==> config.mk <==
export PLATFORM = sky130hd
export DESIGN_NAME = gpio_ixmap_ctl
export DESIGN_NICKNAME = d
export VERILOG_FILES = /design/src/rtl/ixgp_pkg.sv /design/src/rtl/ixgp_rst_sync.sv /design/src/rtl/ixgp_pin_sync.sv /design/src/rtl/ixgp_regfile.sv /design/src/rtl/gpio_ixmap_ctl.sv
export SDC_FILE = /design/constraint.sdc
export NUM_CORES = 1
export LEC_CHECK = 0
export BUFFER_PORTS_ARGS = -buffer_cell sky130_fd_sc_hd__buf_2
export CAP_MARGIN = 10
export CORE_MARGIN = 8
export CORE_UTILIZATION = 25
export CTS_BUF_LIST = sky130_fd_sc_hd__clkbuf_4
export DETAILED_ROUTE_END_ITERATION = 12
export HOLD_SLACK_MARGIN = 0.02
export SYNTH_ARGS = -nofsm -noshare
export SYNTH_HDL_FRONTEND = slang
export SYNTH_SLANG_ARGS = --single-unit
==> constraint.sdc <==
create_clock -name clk -period 3.45 [get_ports clk]
set_input_delay 0.345 -clock clk [delete_from_list [all_inputs] [get_ports clk]]
set_output_delay 0.345 -clock clk [all_outputs]
set_load 0.005 [all_outputs]
==> src/rtl/ixgp_pkg.sv <==
package ixgp_pkg;
  localparam int unsigned DW         = 8;
  localparam int unsigned NPIN       = 5;
  localparam logic [DW-1:0] ID_VALUE = 8'h20;
  localparam logic [DW-1:0] IDX_ID   = 8'h00;
  localparam logic [DW-1:0] IDX_DIR  = 8'h01;
  localparam logic [DW-1:0] IDX_DATA = 8'h02;
  localparam logic [DW-1:0] IDX_SRST = 8'hFF;
endpackage

==> src/rtl/ixgp_rst_sync.sv <==
module ixgp_rst_sync #(
  parameter int unsigned STAGES = 2
) (
  input  logic clk,
  input  logic rst_n,
  output logic rst_sync_n
);
  logic [STAGES-1:0] chain_q;

  always_ff @(posedge clk or negedge rst_n) begin
    if (!rst_n) chain_q <= '0;
    else        chain_q <= {chain_q[STAGES-2:0], 1'b1};
  end

  assign rst_sync_n = chain_q[STAGES-1];
endmodule

==> src/rtl/ixgp_pin_sync.sv <==
module ixgp_pin_sync #(
  parameter int unsigned WIDTH = 5
) (
  input  logic             clk,
  input  logic             rst_n,
  input  logic [WIDTH-1:0] async_in,
  output logic [WIDTH-1:0] sync_out
);
  logic [WIDTH-1:0] meta_q;
  logic [WIDTH-1:0] stab_q;

  for (genvar g = 0; g < WIDTH; g++) begin : g_bit
    always_ff @(posedge clk or negedge rst_n) begin
      if (!rst_n) begin
        meta_q[g] <= 1'b0;
        stab_q[g] <= 1'b0;
      end else begin
        meta_q[g] <= async_in[g];
        stab_q[g] <= meta_q[g];
      end
    end
  end

  assign sync_out = stab_q;
endmodule

==> src/rtl/ixgp_regfile.sv <==
module ixgp_regfile
  import ixgp_pkg::*;
#(
  parameter int unsigned W  = DW,
  parameter int unsigned NP = NPIN
) (
  input  logic          clk,
  input  logic          rst_n,
  input  logic          sel,
  input  logic          we,
  input  logic          re,
  input  logic [W-1:0]  wdata,
  input  logic [NP-1:0] pin_lvl,
  output logic [W-1:0]  rdata,
  output logic [W-1:0]  dir_reg,
  output logic [W-1:0]  dat_reg,
  output logic [W-1:0]  idx_reg,
  output logic          srst_pend
);
  logic [W-1:0] idx_q, idx_d;
  logic [W-1:0] dir_q, dir_d;
  logic [W-1:0] dat_q, dat_d;
  logic [W-1:0] rd_q,  rd_d;
  logic         pend_q, pend_d;
  logic [W-1:0] dat_view;
  logic [W-1:0] port_mux;

  // Data-register view: input pins show the synchronised level.
  always_comb begin
    for (int b = 0; b < int'(W); b++) begin
      if (b < int'(NP)) dat_view[b] = dir_q[b] ? dat_q[b] : pin_lvl[b];
      else              dat_view[b] = dat_q[b];
    end
  end

  always_comb begin
    unique case (idx_q)
      IDX_ID:   port_mux = ID_VALUE;
      IDX_DIR:  port_mux = dir_q;
      IDX_DATA: port_mux = dat_view;
      default:  port_mux = '0;
    endcase
  end

  // Next state
  always_comb begin
    idx_d  = idx_q;
    dir_d  = dir_q;
    dat_d  = dat_q;
    rd_d   = rd_q;
    pend_d = 1'b0;
    if (pend_q) begin
      idx_d = '0;
      dir_d = '0;
      dat_d = '0;
      rd_d  = '0;
    end else begin
      if (we && !sel) idx_d = wdata;
      if (we && sel) begin
        unique case (idx_q)
          IDX_DIR:  dir_d  = wdata;
          IDX_DATA: dat_d  = wdata;
          IDX_SRST: pend_d = 1'b1;
          default:  ;
        endcase
      end
      if (re) rd_d = sel ? port_mux : idx_q;
    end
  end

  // Registers
  always_ff @(posedge clk or negedge rst_n) begin
    if (!rst_n) begin
      idx_q  <= '0;
      dir_q  <= '0;
      dat_q  <= '0;
      rd_q   <= '0;
      pend_q <= 1'b0;
    end else begin
      idx_q  <= idx_d;
      dir_q  <= dir_d;
      dat_q  <= dat_d;
      rd_q   <= rd_d;
      pend_q <= pend_d;
    end
  end

  assign rdata     = rd_q;
  assign dir_reg   = dir_q;
  assign dat_reg   = dat_q;
  assign idx_reg   = idx_q;
  assign srst_pend = pend_q;
endmodule

==> src/rtl/gpio_ixmap_ctl.sv <==
module gpio_ixmap_ctl
  import ixgp_pkg::*;
#(
  parameter int unsigned W  = DW,
  parameter int unsigned NP = NPIN
) (
  input  logic          clk,
  input  logic          rst_n,
  input  logic          host_sel,
  input  logic          host_we,
  input  logic          host_re,
  input  logic [W-1:0]  host_wdata,
  output logic [W-1:0]  host_rdata,
  input  logic [NP-1:0] pin_in,
  output logic [NP-1:0] pin_out,
  output logic [NP-1:0] pin_oe
);
  logic          rst_core_n;
  logic [NP-1:0] pin_lvl;
  logic [W-1:0]  dir_reg;
  logic [W-1:0]  dat_reg;
  logic [W-1:0]  idx_reg;
  logic          srst_pend;

  ixgp_rst_sync #(.STAGES(2)) u_rst (
    .clk        (clk),
    .rst_n      (rst_n),
    .rst_sync_n (rst_core_n)
  );

  ixgp_pin_sync #(.WIDTH(NP)) u_psync (
    .clk      (clk),
    .rst_n    (rst_core_n),
    .async_in (pin_in),
    .sync_out (pin_lvl)
  );

  ixgp_regfile #(.W(W), .NP(NP)) u_regs (
    .clk       (clk),
    .rst_n     (rst_core_n),
    .sel       (host_sel),
    .we        (host_we),
    .re        (host_re),
    .wdata     (host_wdata),
    .pin_lvl   (pin_lvl),
    .rdata     (host_rdata),
    .dir_reg   (dir_reg),
    .dat_reg   (dat_reg),
    .idx_reg   (idx_reg),
    .srst_pend (srst_pend)
  );

  assign pin_out = dat_reg[NP-1:0];
  assign pin_oe  = dir_reg[NP-1:0];
endmodule

Word-level counts from Yosys, hierarchy flattened
Index checks and enable logic that the tools add are counted.
W data, S select, Z words.
{ "op_classes": {"n_mux": 20, "eq_ne": 3, "reduce_logical": 11} }
{ "ops": {"columns": ["cell", "n"], "rows": [
  ["$mux W8", 11],
  ["$pmux W8 S3", 1],
  ["$reduce_bool A2 Y1", 5],
  ["$eq A8 B1 Y1 const B", 1],
  ["$eq A8 B2 Y1 const B", 1],
  ["$eq A8 B8 Y1 const B", 1],
  ["$logic_not A8 Y1", 1],
  ["$mux W1", 8],
  ["$reduce_and A2 Y1", 2],
  ["$logic_and A1 B1 Y1", 2],
  ["$logic_not A1 Y1", 1]
]} }
{ "word_totals": {"input_bits": 18, "ff_bits": 45, "wordCells": 50, "out_inout_bits": 18} }

Logic depth before layout (Yosys ltp)
Gate-level depths: netlist of the first run.
{ "logic_depth": {"word_depth": 5, "ltp_mapped": 6} }

Hierarchy
From an unflattened synthesis of the first run, not the netlist that was laid out.
{ "unflattened": {"cells_unflattened": 181, "hier_area_um2": 2064.5} }
{ "modules_own_cells": {"columns": ["mod", "instances", "area_each_um2", "cells_each", "seq_area_each_um2"], "rows": [
  ["ixgp_regfile", 1, 1760.4, 168, 825.8],
  ["ixgp_pin_sync", 1, 250.2, 10, 250.2],
  ["ixgp_rst_sync", 1, 53.8, 3, 50.0]
]} }

Least setup slack after synthesis of the first run
Ideal clock, no wire load.
{ "synth_timing": {"path_kind": "flip-flop to flip-flop", "startpoint": "reg u_regs.idx_q[7] (netlist: u_regs.idx_reg[7])", "endpoint": "reg u_regs.dat_q[4] (netlist: u_regs.dat_reg[4])", "arrival_ps": 1782, "setup_slack_ps": 1536, "path_stages_with_launch": 6, "path_buffers": 1, "t_required_ps": 3318, "path_cell_list": "dfrtp_1 > or4_4 > or4_1 > buf_2 > mux2i_1 > nor2_1"} }
{ "synth_between": {"elab_chain_cells": 3} }
{ "synth_lines": {"columns": ["item", "line", "rtl"], "rows": [
  ["from (decl)", "ixgp_regfile.sv:20", "logic [W-1:0] idx_q, idx_d;"],
  ["from (signal assigned)", "ixgp_regfile.sv:80", "idx_q <= idx_d;"],
  ["$eq A8 B2 Y1", "ixgp_regfile.sv:60", "unique case (idx_q)"],
  ["$reduce_bool A2 Y1 (no line)", null, null],
  ["$reduce_and A2 Y1 (no line)", null, null],
  ["to (signal assigned)", "ixgp_regfile.sv:82", "dat_q <= dat_d;"],
  ["to (decl)", "ixgp_regfile.sv:22", "logic [W-1:0] dat_q, dat_d;"]
]} }
Every way passes these cells.
A chain may end at the register's enable or synchronous reset.

Worst setup path in the final report of the first run
{ "layout_timing": {"startpoint": "reg u_regs.idx_q[7] (netlist: u_regs.idx_reg[7])", "endpoint": "reg u_regs.dat_q[3] (netlist: u_regs.dat_reg[3])"} }
The elaborated chain is that of the path after synthesis.

==> flow_metrics.env, run 1 <==
export IMPL_run_status="complete, no violations"
export IMPL_ys_seq_area_share_pct=55.94
export IMPL_ys_seq_elements=45
export IMPL_dp_hpwl_um=3206
export IMPL_holdBufCountCts=1
export IMPL_grt_first_pass_wirelength_um=7562
export IMPL_hp_start="pin_in[0]"
export IMPL_vias=1344
export IMPL_yosysWarnings=0
export IMPL_antenna_found_initial=0
export IMPL_fin_worst_skew_ns=0.01401
export IMPL_detail_route_first_pass_iterations=4
export IMPL_initial_core_util_pct=25.92
export IMPL_syn2layout_area_growth_pct=13.86
export IMPL_end_kind="register"
export IMPL_path_cells="or4_4, or4_1, mux2i_1, nor2_1"
export IMPL_rsz0062_at_grt="no"
export IMPL_cts_num_sinks=45
export IMPL_port_buffers=35
export IMPL_rows=32
export IMPL_cts_clk_slew_worst_paths_ns=0.13
export IMPL_slowest_delay_ns=0.78
export IMPL_grt_max_degree=44
export IMPL_n_antenna_cell=0
export IMPL_hold_viol_final=0
export IMPL_cts_root_buf="clkbuf_4"
export IMPL_critPathBufInv=0
export IMPL_yosysTopAreaCell="dfrtp_1"
export IMPL_vdd_drop_max_mv=0.1732
export IMPL_htreeDepth=2
export IMPL_cp_top_family="simple AND/OR/NAND/NOR gates"
export IMPL_drt_wl_total_um=4643
export IMPL_design_area_um2=2292
export IMPL_tns_ns=0
export IMPL_final_setup_viol_count=0
export IMPL_worstHoldEndpoint="u_psync.meta_q[0]"
export IMPL_min_path_cells=1
export IMPL_cts_buffer_depth=2
export IMPL_syn_inst=177
export IMPL_clock_latency_ns=0.37
export IMPL_ant_nets=0
export IMPL_cts_tree="done"
export IMPL_worst_setup_path_type="register to register"
export IMPL_cp_slowest_cell="or4_1"
export IMPL_yosys_area_top_type_share_pct=55.94
export IMPL_worst_hold_path_type="input pin to register"
export IMPL_numCtsBuffers=5
export IMPL_finalWeightedCongestion=0.8182
export IMPL_remaining_drc_errors=0
export IMPL_timing_hold_ws_ns=0.07762
export IMPL_post_route_period_util_pct=64.29
export IMPL_drtIter0Drc=75
export IMPL_reg2reg_setup_slack_ns=1.23
export IMPL_slew_headroom_pct=33.68
export IMPL_cts_resized=0
export IMPL_tightest_slew_ns=0.9928
export IMPL_crit_start="u_regs.idx_reg[7]"
export IMPL_postCtsSetupRepairBufs=0
export IMPL_crit_path_start_kind="register"
export IMPL_cp_arrival_ns=2.46
export IMPL_synth_avg_cell_area_um2=11.37
export IMPL_rr_startpoint="u_regs.idx_reg[7]"
export IMPL_die_w_um=105.7
export IMPL_placed_cell_area_um2=2203
export IMPL_overflow=0
export IMPL_reg2reg_to="u_regs.dat_reg[3]"
export IMPL_ios=36
export IMPL_synth_area_leaders="dfrtp_1 56%, mux2i_1 14%, nor2_1 5.0%"
export IMPL_grt_util_all_layers_pct=8.502
export IMPL_maxCapViolations=0
export IMPL_die_area_um2=11180
export IMPL_crit_required_ns=3.69
export IMPL_syn_nets=195
export IMPL_die_y_um=105.7
export IMPL_core_um2=7767
export IMPL_leakagePower_uw=0.001117
export IMPL_final_max_slew_viol_count=0
export IMPL_final_nets=217
export IMPL_pwr_density_cell_nw_per_um2=482.1
export IMPL_drive_above_1_share_pct=25.50
export IMPL_cp_max_fo=8
export IMPL_syn_area_um2=2013
export IMPL_fmax_mhz=450.9
export IMPL_period_minus_slack_ns=2.218
export IMPL_ys_types=26
export IMPL_r2r_cells=4
export IMPL_viasPerCell=4.450
export IMPL_wire_per_inst_um=15.37
export IMPL_grt_pass1_vias=1392
-- layout by cell type (no fill, tap or decap) --
cell type      netlist  layout
a21oi_1              1       1
a22o_1               2       2
a22oi_1              5       5
a31oi_1              3       3
buf_2                1      35
buf_4               10       1
bufinv_16            0       1
clkbuf_4             0       6
clkinv_1             0       1
conb_1               1       1
dfrtp_1             45      44
dfrtp_2              0       1
dlygate4sd3_1        0       1
inv_1                4       4
mux2_2               5       5
mux2i_1             29      29
nand2_1              2       2
nand3b_1             1       1
nand4_1              2       2
nand4b_1             2       2
nor2_1              27      27
nor2b_1              9       9
nor3_1               4       4
nor4_1               1       1
nor4_4               1       1
o21ai_0              3       3
o22ai_1              6       6
or4_1                1       1
or4_4                1       1
-- synthesized netlist by cell type (all sizes together) --
library cell and instances:
o21ai 3, nand4b 2, a22oi 5, nand3b 1, a31oi 3, mux2i 29
inv 4, buf 12, nor2 27, clkbuf 10, nand4 2, conb 1
o22ai 6, or4 2, mux2 5, nor4 2, nand2 2, a22o 2
nor3 4, nor2b 9, a21oi 1, dfrtp 45
-- area by class of cell --
cell class	instances	area (um2)
clock buffer	6	45.04
inverter	4	15.01
fill	823	5475
sequential	45	1127
clock inverter	2	33.78
multi-input combinational	106	750.7
timing repair buffer	37	192.7
tap	102	127.6
-- worst max path at each step --
stage                     slack (ns)  depth (start not counted)                 to
after global routing            1.06                          4  u_regs.dat_reg[3]
final                           1.23                          4  u_regs.dat_reg[3]
after global placement          1.27                          4  u_regs.dat_reg[4]
after floorplan                 1.54                          5  u_regs.dat_reg[4]
after detailed placement        1.25                          4  u_regs.dat_reg[4]
after CTS                       1.21                          4  u_regs.dat_reg[3]
-- power breakdown --
group / leakage, uW / total, uW / internal, uW / switching [uW]
combinational: 0.000506 / 145 / 73.2 / 71.9
sequential: 0.000568 / 633 / 577 / 55.5
clock: 0.0000433 / 327 / 159 / 168
total: 0.00112 / 1110 / 809 / 296
-- kinds of logic (layout without fill, tap and decap cells) --
kind of cell | Yosys count | after routing | synth area share [%]
flops | 45 | 45 | 55.94
mux | 34 | 34 | 17.22
other cells | 1 | 1 | 0.1863
simple gates | 51 | 51 | 13.36
compound gates | 20 | 20 | 6.526
buf+inv | 26 | 49 | 6.774
-- routing by layer --
metal	routed length (um)	global-route usage (%)	vias up	share of wire, %
met5	0	0	-	0
met4	48	2.111	0	1.0
met3	326	3.410	9	7.0
met2	2150	13.05	43	46
met1	2117	10.86	646	46
li1	-	-	646	-
-- stage by stage --
stage,worst slack (ns),util (%),std cells,total power [uW]
finish,1.232,29.51,302,1105
global route,1.060,29.51,302,1171
CTS,1.208,29.51,302,1125
detailed placement,1.249,28.37,293,792.3
global placement,1.268,28.37,293,788.1
floorplan,1.536,-,177,736.1
(Power assumes the default switching activity.)
==> run 2: changes to the inputs <==
- clock period: 3.45 -> 2.15 ns (I/O delays scaled with it)
==> flow_metrics.env, run 2 (same netlist as run 1, synthesis figures left out) <==
export IMPL_initial_core_util_pct=25.92
export IMPL_finalPower_uw=1949
export IMPL_fmax_mhz=487.5
export IMPL_worst_hold_path_type="register to asynchronous set/reset pin"
export IMPL_tns_ns=0
export IMPL_regArea_um2=1127
export IMPL_multiInputGateArea_um2=750.7
export IMPL_p_clk_share_pct=34.2
export IMPL_final_setup_viol_count=0
export IMPL_holdBufCountCts=6
export IMPL_path_cells="or4_4, or4_1, buf_4, mux2i_1, nor2_1"
export IMPL_slowest_delay_ns=0.57
export IMPL_cp_top_family="simple AND/OR/NAND/NOR gates"
export IMPL_drtIter0Drc=104
export IMPL_grt_util_all_layers_pct=8.642
export IMPL_postCtsSetupRepairBufs=0
export IMPL_grt_max_degree=39
export IMPL_cp_arrival_ns=2.29
export IMPL_worst_setup_path_type="register to register"
export IMPL_fin_worst_skew_ns=0.02542
export IMPL_remaining_drc_errors=0
export IMPL_post_route_period_util_pct=95.41
export IMPL_die_w_um=105.7
export IMPL_finalWeightedCongestion=0.7917
export IMPL_cp_max_fo=5
export IMPL_dp_hpwl_um=3308
export IMPL_rsz0062_at_grt="no"
export IMPL_grt_pass1_vias=1506
export IMPL_ios=36
export IMPL_grt_first_pass_wirelength_um=7803
export IMPL_power_internal_uw=1436
export IMPL_clock_latency_ns=0.37
export IMPL_seq_power_share_pct=51.4
export IMPL_drive_above_1_share_pct=29.17
export IMPL_period_minus_slack_ns=2.051
export IMPL_crit_path_start_kind="register"
export IMPL_end_kind="register"
export IMPL_die_area_um2=11180
export IMPL_antenna_found_initial=0
export IMPL_viasPerCell=4.484
export IMPL_final_common_cell="dfrtp_1"
export IMPL_die_y_um=105.7
export IMPL_final_max_slew_viol_count=0
export IMPL_p_sw_share_pct=26.36
export IMPL_htreeDepth=2
export IMPL_leakagePower_uw=0.001210
export IMPL_worst_slack_ns=0.09875
export IMPL_cts_buffer_depth=2
export IMPL_rows=32
export IMPL_drt_wl_total_um=4743
export IMPL_layout_common_cells="44 x dfrtp_1, 35 x buf_2, 29 x mux2i_1"
export IMPL_port_buffers=35
export IMPL_wire_per_inst_um=14.92
export IMPL_maxCapViolations=0
export IMPL_detail_route_first_pass_iterations=4
export IMPL_combPwrFrac_pct=14.4
export IMPL_vias=1426
export IMPL_critical_path_cell_count=5
export IMPL_vdd_drop_max_mv=0.3019
export IMPL_pwr_density_cell_nw_per_um2=790.9
export IMPL_core_um2=7767
export IMPL_cts_num_sinks=45
export IMPL_cts_root_buf="clkbuf_4"
export IMPL_crit_required_ns=2.39
export IMPL_run_status="complete, no violations"
export IMPL_n_antenna_cell=0
export IMPL_hold_viol_final=0
export IMPL_overflow=0
export IMPL_cp_slowest_cell="or4_4"
export IMPL_reg2reg_setup_slack_ns=0.1
export IMPL_cts_tree="done"
export IMPL_cts_clk_slew_worst_paths_ns=0.15
export IMPL_syn2layout_area_growth_pct=22.44
export IMPL_p_switching_uw=513.8
export IMPL_critPathBufInv=1
export IMPL_fill_cells=817
export IMPL_pre_cts_ws_ns=0.1430
export IMPL_cts_resized=0
export IMPL_r2r_cells=5
export IMPL_final_nets=233
export IMPL_ant_nets=0
export IMPL_numCtsBuffers=5
run 2: routing by layer:
metal	share of wire [%]	global-route usage [%]
met5	0	0
met4	1.1	2.915
met2	46	13.27
met3	5.8	3.045
met1	47	11.01
run 2: final cells by class:
type                       instances  area share (%)
sequential                        45           45.74
multi-input combinational        106           30.46
timing repair buffer              53           13.71
tap                              102           5.178
clock inverter                     3           2.792
clock buffer                       5           1.523
inverter                           4          0.6091
run 2: path summary, 6_finish.rpt:
kind                                   start                  end
max                        u_regs.idx_reg[7]    u_regs.dat_reg[4]
max reg2reg                u_regs.idx_reg[7]    u_regs.dat_reg[4]
min in group clk               host_wdata[1]    u_regs.idx_reg[1]
max in group asynchronous   u_rst.chain_q[1]  u_psync.sync_out[4]
min                         u_rst.chain_q[1]    u_psync.meta_q[0]
min reg2reg                 u_rst.chain_q[1]    u_psync.meta_q[0]
run 2: worst register-to-register path, delay by kind of cell (launching register included):
family,cells,cell delay [ns]
flip-flops,1,0.44
buffers and inverters,1,0.19
multiplexers,1,0.15
AND/OR/NAND/NOR,3,1.15
run 2: through the flow:
step / util [%] / cell area (um2) / std cells / hold WS, ns
after global placement: 29.59 / 2298 / 304 / 0.002096
final: 31.73 / 2465 / 318 / 0.1002
after detailed placement: 29.59 / 2298 / 304 / 0.005644
after global routing: 31.73 / 2465 / 318 / 0.1063
after floorplan: - / 2013 / 177 / -0.08059
after CTS: 31.73 / 2465 / 318 / 0.1000
run 2: power by group through the flow:
stage	logic, uW	registers (uW)	clock network [uW]
2_1_floorplan	179	1000	0
5_1_grt	318	1010	719
4_1_cts	286	1000	681
3_5_place_dp	276	1020	0
6_report	281	1000	667
3_3_place_gp	274	1010	0
